--- src/rtl/tdc_pkg.sv ---
// Shared types for the octal counting time digitizer.
package tdc_pkg;

    // Conversion phase of the shared timebase.
    typedef enum logic [1:0] {
        ST_IDLE = 2'd0,
        ST_RUN  = 2'd1,
        ST_DONE = 2'd2
    } tdc_state_e;

endpackage

--- src/rtl/tdc_timebase.sv ---
// Shared timebase and conversion sequencer.
// Owns the elapsed-cycle counter, which is cleared on an accepted start or
// test strobe, and the idle/run/done phase. It also generates the full-scale
// and internal test-stop instants.
// Assumes all strobes are synchronous, and that FULL_SCALE is at least 2 and
// fits in CNT_W bits.
module tdc_timebase #(
    parameter int CNT_W      = 11,
    parameter int FULL_SCALE = 2047,
    parameter int TEST_AT    = 1637
) (
    input  logic             clk,
    input  logic             rst_n,
    input  logic             start_i,
    input  logic             test_i,
    input  logic             fclr_i,
    input  logic             all_fin_i,
    output logic             arm_o,
    output logic             run_o,
    output logic             done_o,
    output logic             last_o,
    output logic             tst_stop_o,
    output logic [CNT_W-1:0] cnt_nxt_o
);
    import tdc_pkg::*;

    localparam logic [CNT_W-1:0] LAST_CNT = CNT_W'(FULL_SCALE - 1);
    localparam logic [CNT_W-1:0] TEST_CNT = CNT_W'(TEST_AT - 1);

    tdc_state_e       state_q;
    logic [CNT_W-1:0] cnt_q;
    logic             tmode_q;

    // Decode of the accept, full-scale and test-stop conditions.
    always_comb begin
        run_o      = (state_q == ST_RUN);
        done_o     = (state_q == ST_DONE);
        arm_o      = !fclr_i && !run_o && (start_i || test_i);
        last_o     = run_o && (cnt_q == LAST_CNT);
        tst_stop_o = run_o && tmode_q && (cnt_q == TEST_CNT);
        cnt_nxt_o  = cnt_q + 1'b1;
    end

    // Phase, counter and test-mode registers.
    always_ff @(posedge clk) begin
        if (!rst_n) begin
            state_q <= ST_IDLE;
            cnt_q   <= '0;
            tmode_q <= 1'b0;
        end else if (fclr_i) begin
            state_q <= ST_IDLE;
            cnt_q   <= '0;
            tmode_q <= 1'b0;
        end else if (arm_o) begin
            state_q <= ST_RUN;
            cnt_q   <= '0;
            tmode_q <= test_i;
        end else if (run_o) begin
            cnt_q <= cnt_nxt_o;
            if (last_o || all_fin_i) begin
                state_q <= ST_DONE;
            end
        end
    end


    cnt_range_chk: assert property (@(posedge clk) disable iff (!rst_n)
        run_o |-> (cnt_q < CNT_W'(FULL_SCALE)));


    fs_end_chk: assert property (@(posedge clk) disable iff (!rst_n)
        (last_o && !fclr_i) |=> (state_q == ST_DONE));


    fclr_idle_chk: assert property (@(posedge clk) disable iff (!rst_n)
        fclr_i |=> (state_q == ST_IDLE));


    run_advance_chk: assert property (@(posedge clk) disable iff (!rst_n)
        (run_o && !fclr_i && !last_o && !all_fin_i)
            |=> (run_o && cnt_q == $past(cnt_q) + 1'b1));

endmodule

--- src/rtl/tdc_lane.sv ---
// One measurement lane.
// When a conversion is running, the lane captures the next elapsed count on
// its first stop. If no stop arrives before the full-scale cycle, it flags
// overflow instead.
// Assumes arm_i, run_i and last_i come from the shared timebase.
module tdc_lane #(
    parameter int CNT_W      = 11,
    parameter int FULL_SCALE = 2047
) (
    input  logic             clk,
    input  logic             rst_n,
    input  logic             clr_i,
    input  logic             arm_i,
    input  logic             run_i,
    input  logic             last_i,
    input  logic             stop_i,
    input  logic [CNT_W-1:0] cnt_nxt_i,
    output logic [CNT_W-1:0] val_o,
    output logic             ovf_o,
    output logic             hit_o,
    output logic             fin_o
);
    localparam logic [CNT_W-1:0] FS_VAL = CNT_W'(FULL_SCALE);

    logic [CNT_W-1:0] val_q;
    logic             hit_q;
    logic             ovf_q;
    logic             open_w;

    // The lane is open while running and not yet stopped or overflowed.
    always_comb begin
        open_w = run_i && !hit_q && !ovf_q;
        fin_o  = hit_q || ovf_q || (open_w && stop_i);
        val_o  = val_q;
        ovf_o  = ovf_q;
        hit_o  = hit_q;
    end

    // Capture of the first stop, or of the full-scale overflow.
    always_ff @(posedge clk) begin
        if (!rst_n || clr_i || arm_i) begin
            val_q <= '0;
            hit_q <= 1'b0;
            ovf_q <= 1'b0;
        end else if (open_w && stop_i) begin
            val_q <= cnt_nxt_i;
            hit_q <= 1'b1;
        end else if (open_w && last_i) begin
            val_q <= FS_VAL;
            ovf_q <= 1'b1;
        end
    end


    first_stop_chk: assert property (@(posedge clk) disable iff (!rst_n)
        (hit_q && !clr_i && !arm_i) |=> (hit_q && $stable(val_q)));


    idle_stop_chk: assert property (@(posedge clk) disable iff (!rst_n)
        (!run_i && !clr_i && !arm_i) |=> ($stable(val_q) && $stable(hit_q)));


    hit_ovf_excl_chk: assert property (@(posedge clk) disable iff (!rst_n)
        !(hit_q && ovf_q));


    ovf_val_chk: assert property (@(posedge clk) disable iff (!rst_n)
        ovf_q |-> (val_q == FS_VAL));

endmodule

--- src/rtl/tdc_octal.sv ---
// Octal common-start counting time digitizer, top level.
// Combines the shared timebase with NUM_CH lanes. It routes the per-lane,
// common and internal test stops, and forms the empty status and the
// end-of-conversion request with optional empty-module suppression.
// Assumes every input is a single-cycle synchronous strobe.
module tdc_octal #(
    parameter int NUM_CH     = 8,
    parameter int CNT_W      = 11,
    parameter int FULL_SCALE = 2047
) (
    input  logic                    clk,
    input  logic                    rst_n,
    input  logic                    start_i,
    input  logic [NUM_CH-1:0]       stop_i,
    input  logic                    com_stop_i,
    input  logic                    fclr_i,
    input  logic                    test_i,
    input  logic                    supp_dis_i,
    output logic [NUM_CH*CNT_W-1:0] val_o,
    output logic [NUM_CH-1:0]       ovf_o,
    output logic                    empty_o,
    output logic                    eoc_o
);
    localparam int TEST_AT = (FULL_SCALE * 4) / 5;

    logic             arm_w;
    logic             run_w;
    logic             done_w;
    logic             last_w;
    logic             tst_stop_w;
    logic [CNT_W-1:0] cnt_nxt_w;
    logic [NUM_CH-1:0] hit_w;
    logic [NUM_CH-1:0] fin_w;
    logic             all_fin_w;
    logic             any_hit_w;

    tdc_timebase #(
        .CNT_W      (CNT_W),
        .FULL_SCALE (FULL_SCALE),
        .TEST_AT    (TEST_AT)
    ) u_tb (
        .clk        (clk),
        .rst_n      (rst_n),
        .start_i    (start_i),
        .test_i     (test_i),
        .fclr_i     (fclr_i),
        .all_fin_i  (all_fin_w),
        .arm_o      (arm_w),
        .run_o      (run_w),
        .done_o     (done_w),
        .last_o     (last_w),
        .tst_stop_o (tst_stop_w),
        .cnt_nxt_o  (cnt_nxt_w)
    );

    for (genvar g = 0; g < NUM_CH; g++) begin : g_lane
        tdc_lane #(
            .CNT_W      (CNT_W),
            .FULL_SCALE (FULL_SCALE)
        ) u_lane (
            .clk       (clk),
            .rst_n     (rst_n),
            .clr_i     (fclr_i),
            .arm_i     (arm_w),
            .run_i     (run_w),
            .last_i    (last_w),
            .stop_i    (stop_i[g] || com_stop_i || tst_stop_w),
            .cnt_nxt_i (cnt_nxt_w),
            .val_o     (val_o[g*CNT_W +: CNT_W]),
            .ovf_o     (ovf_o[g]),
            .hit_o     (hit_w[g]),
            .fin_o     (fin_w[g])
        );
    end

    // Completion, empty status and suppressed end-of-conversion request.
    always_comb begin
        all_fin_w = &fin_w;
        any_hit_w = |hit_w;
        empty_o   = done_w && !any_hit_w;
        eoc_o     = done_w && (any_hit_w || supp_dis_i);
    end


    empty_eoc_chk: assert property (@(posedge clk) disable iff (!rst_n)
        empty_o |-> (eoc_o == supp_dis_i));


    eoc_all_done_chk: assert property (@(posedge clk) disable iff (!rst_n)
        eoc_o |-> ((hit_w | ovf_o) == {NUM_CH{1'b1}}));

endmodule

--- config.mk ---
export PLATFORM = sky130hd
export DESIGN_NAME = tdc_octal
export DESIGN_NICKNAME = d
export VERILOG_FILES = /design/src/rtl/tdc_pkg.sv /design/src/rtl/tdc_timebase.sv /design/src/rtl/tdc_lane.sv /design/src/rtl/tdc_octal.sv
export SDC_FILE = /design/constraint.sdc
export NUM_CORES = 1
export LEC_CHECK = 0
export BUFFER_PORTS_ARGS = -buffer_cell sky130_fd_sc_hd__buf_4
export CELL_PAD_IN_SITES_DETAIL_PLACEMENT = 0
export CELL_PAD_IN_SITES_GLOBAL_PLACEMENT = 1
export CORE_ASPECT_RATIO = 1.2
export CORE_MARGIN = 5
export CORE_UTILIZATION = 40
export CTS_CLUSTER_SIZE = 10
export DETAILED_ROUTE_END_ITERATION = 10
export GPL_ROUTABILITY_DRIVEN = 0
export PLACE_DENSITY_LB_ADDON = 0.1
export SKIP_LAST_GASP = 1
export SLEW_MARGIN = 20
export SYNTH_ARGS = -nofsm -noshare
export SYNTH_HDL_FRONTEND = slang
export SYNTH_SLANG_ARGS = --single-unit
--- constraint.sdc ---
create_clock -name clk -period 2.6 [get_ports clk]
set_input_delay 0 -clock clk [delete_from_list [all_inputs] [get_ports clk]]
set_output_delay 0 -clock clk [all_outputs]
set_load 0.01 [all_outputs]
==> metrics.cfg <==
[routing]
antenna_left=0
drt_iter0_markers=473
num_vias=4915
vias_per_cell=5.91
routedWlPerCell_microns=21.6
drc=0
dr.pass1.iters=5
routed_wl_mm=18.0

[sta]
clock_skew_ps=10.8
slew_headroom=0.506
finalCriticalPeriod_ps=2340
final.setup.tns_ps=0
slew_viol_final=0
finalSetupViolations=0
whs_ps=49.5
clock.fmax_mhz=427
setup_slack_ps=257
worst_pin_slew_ps=735
fin_crit_sh=0.901
hold_viol_final=0
rsz0062_at_grt=false

[setup_path]
rr_endpoint=g_lane[7].u_lane.val_o[5]
path_max_fanout=7
critPathLaunchType=flip-flop
ff2ff_path_depth=6
worst_ep_arrival_time_ps=2660
crit-reg2reg-launch=u_tb.cnt_q[1]
cp-end-kind=flip-flop
criticalPathCategory=reg2reg
cp.required_ps=2920
r2r_setup_slack_ps=260
cp-startpoint=u_tb.cnt_q[1]

[place]
hpwl_mm=12.4
dp_slack_ps=325
port_buffers=112
dpl_cell_area_sq_um=6400

[clock_tree]
cts_setup_buffers=0
cts_sinks=118
htreeDepth=4
cts-root-buf=clkbuf_16
cts.clk_slew.worst_paths_ps=60
clkLatencyLatePin_ps=420
cts_made_buffers=17
cts_tree=built
clockBufferDepth=2

[pwr]
irDropWorstVdd_uv=372
p_leak_nw=2.93
power.density_nw_per_um2=662

[hold_path]
hold_depth=4
min_from=stop_i[5]
min_path_type=in2reg
min_to=u_tb.state_q[1]

[finish]
n_antenna_cell=0
final_cell_mix=buf_4 (157), dfxtp_1 (118), a211oi_1 (97)
final_core_utilization=0.540
final_area_sq_um=7080
mostFrequentLayoutCell=buf_4
final_layout_size_suffix_gt1_frac=0.326
nNetsFinal=668
area_growth_syn_to_layout_pct=33.1

[synthesis]
synth_top_family_by_area=compound AO/OA/AOI/OAI gates
avgSynthCellArea_sq_um=10.0
synth_cells=530
synth_seq_cells=118
synth_fa_ha_area_frac=0.00705
async_flop_share=0
syn_area_sq_um=5320
synthFlopType=dfxtp_1
yosysWarnings=0
syn_nets=548
synth_edf_count=0
synthXorXnorAreaFrac=0.0280
muxShareOfSynthArea=0
yosys.cell_types.count=45
ys_seq_area_frac=0.444
synth_compound_area_frac=0.266
yosys.area_share.simple=0.189

[floorplan]
floorplan.initialDensity=0.406
die-area_sq_um=15700
ioPinCount=113
die_h_microns=136
die_w_microns=115
rows=46
coreArea_sq_um=13100

[global_route]
grt-ovfl-total=0
grt_usage=0.231
antenna_found_initial=0
grt_pass1_wl_mm=27.5
grt_pass1_vias=4794
grt_max_degree=60

[job]
drv_cap=0

[run_status]
status=complete, no violations

-- where the power goes --
part	internal [mW]	switching [mW]
Clock	1.64	0.903
Combinational	0.125	0.181
Sequential	1.83	0.0159
-- cells in the mapped netlist (2+ instances only) --
| master | count | area share |
|---|---|---|
| xor2_1 | 7 | 0.012 |
| nor3_1 | 20 | 0.019 |
| a311o_1 | 8 | 0.015 |
| nor3b_1 | 2 | 0.0028 |
| buf_1 | 2 | 0.0014 |
| a211oi_1 | 97 | 0.14 |
| a21oi_1 | 4 | 0.0038 |
| o31ai_1 | 7 | 0.0099 |
| nand2b_1 | 3 | 0.0035 |
| o21ai_0 | 3 | 0.0028 |
| nor2_1 | 14 | 0.0099 |
| dfxtp_1 | 118 | 0.44 |
| xnor2_1 | 10 | 0.016 |
| nor4_1 | 6 | 0.0071 |
| nand3_1 | 45 | 0.042 |
| o311a_1 | 40 | 0.075 |
| buf_6 | 7 | 0.015 |
| clkbuf_1 | 24 | 0.017 |
| ha_1 | 3 | 0.0071 |
| nand4bb_1 | 8 | 0.017 |
| buf_4 | 8 | 0.011 |
| o21a_1 | 10 | 0.014 |
| nand2_1 | 20 | 0.014 |
| nor3_4 | 7 | 0.021 |
| and2_1 | 3 | 0.0035 |
| inv_1 | 3 | 0.0021 |
| nor4_2 | 7 | 0.016 |
| or4_1 | 2 | 0.0028 |
| and4_1 | 2 | 0.0033 |
| and2_4 | 6 | 0.0099 |
| buf_2 | 20 | 0.019 |
-- area by class of cell --
class / instances / area [sq um]
Fill cell: 1176 / 6040
Multi-Input combinational cell: 348 / 2620
Sequential cell: 118 / 2360
Timing Repair Buffer: 162 / 1240
Clock buffer: 18 / 439
Tap cell: 168 / 210
Clock inverter: 14 / 198
Inverter: 3 / 11.3
-- metal layers --
metal,track usage,routed length [microns],vias to the layer above
li1,-,-,2323
met1,0.293,7640,2384
met2,0.383,8810,179
met3,0.0485,1090,29
met4,0.0900,438,0
met5,0,0,-
-- how the worst max path moves through the flow --
stage / depth (start not counted) / slack [ps] / to
after detailed placement: 6 / 320 / g_lane[7].u_lane.val_o[5]
after floorplan: 9 / 220 / g_lane[2].u_lane.val_o[3]
after CTS: 6 / 90 / u_tb.tmode_q
after global placement: 6 / 380 / g_lane[7].u_lane.val_o[0]
after global routing: 6 / 70 / g_lane[7].u_lane.val_o[5]
final: 6 / 260 / g_lane[7].u_lane.val_o[5]
-- flip-flops by register name, summed over array words and instances (netlist names) --
| signal | count |
|---|---|
| g_lane.u_lane.val_o | 88 |
| u_tb.cnt_q | 11 |
| g_lane.u_lane.ovf_o | 8 |
| u_tb.tmode_q | 1 |
| u_tb.state_q | 2 |
| g_lane.u_lane.hit_o | 8 |
-- worst max-delay path, stage by stage, from the launching register on --
cell and delay [ps]:
dfxtp_1 430, ha_1 210, nand4b_1 310, buf_4 300, nor4_2 620, a211oi_1 120
a211oi_1 250
-- metrics by stage --
stage / power [mW] / std cells
4_1_cts: 4.72 / 831
3_3_place_gp: 2.17 / 795
5_1_grt: 4.82 / 831
3_5_place_dp: 2.18 / 795
2_1_floorplan: 2.08 / 530
6_report: 4.69 / 831
-- repair_timing --
action	CTS	global route
resized for setup	0	1
hold buffers	4	0
endpoints found under the setup margin	0	1
endpoints found under the hold margin	2	0
-- logic make-up (layout without fill, tap and decap cells) --
family / after synthesis / in the layout
simple gates: 153 / 153
xor+xnor: 17 / 17
flops: 118 / 118
compound gates: 175 / 175
buf+inv: 64 / 197
fa+ha+maj: 3 / 3
Note: power is estimated with default switching activity, not from simulation.
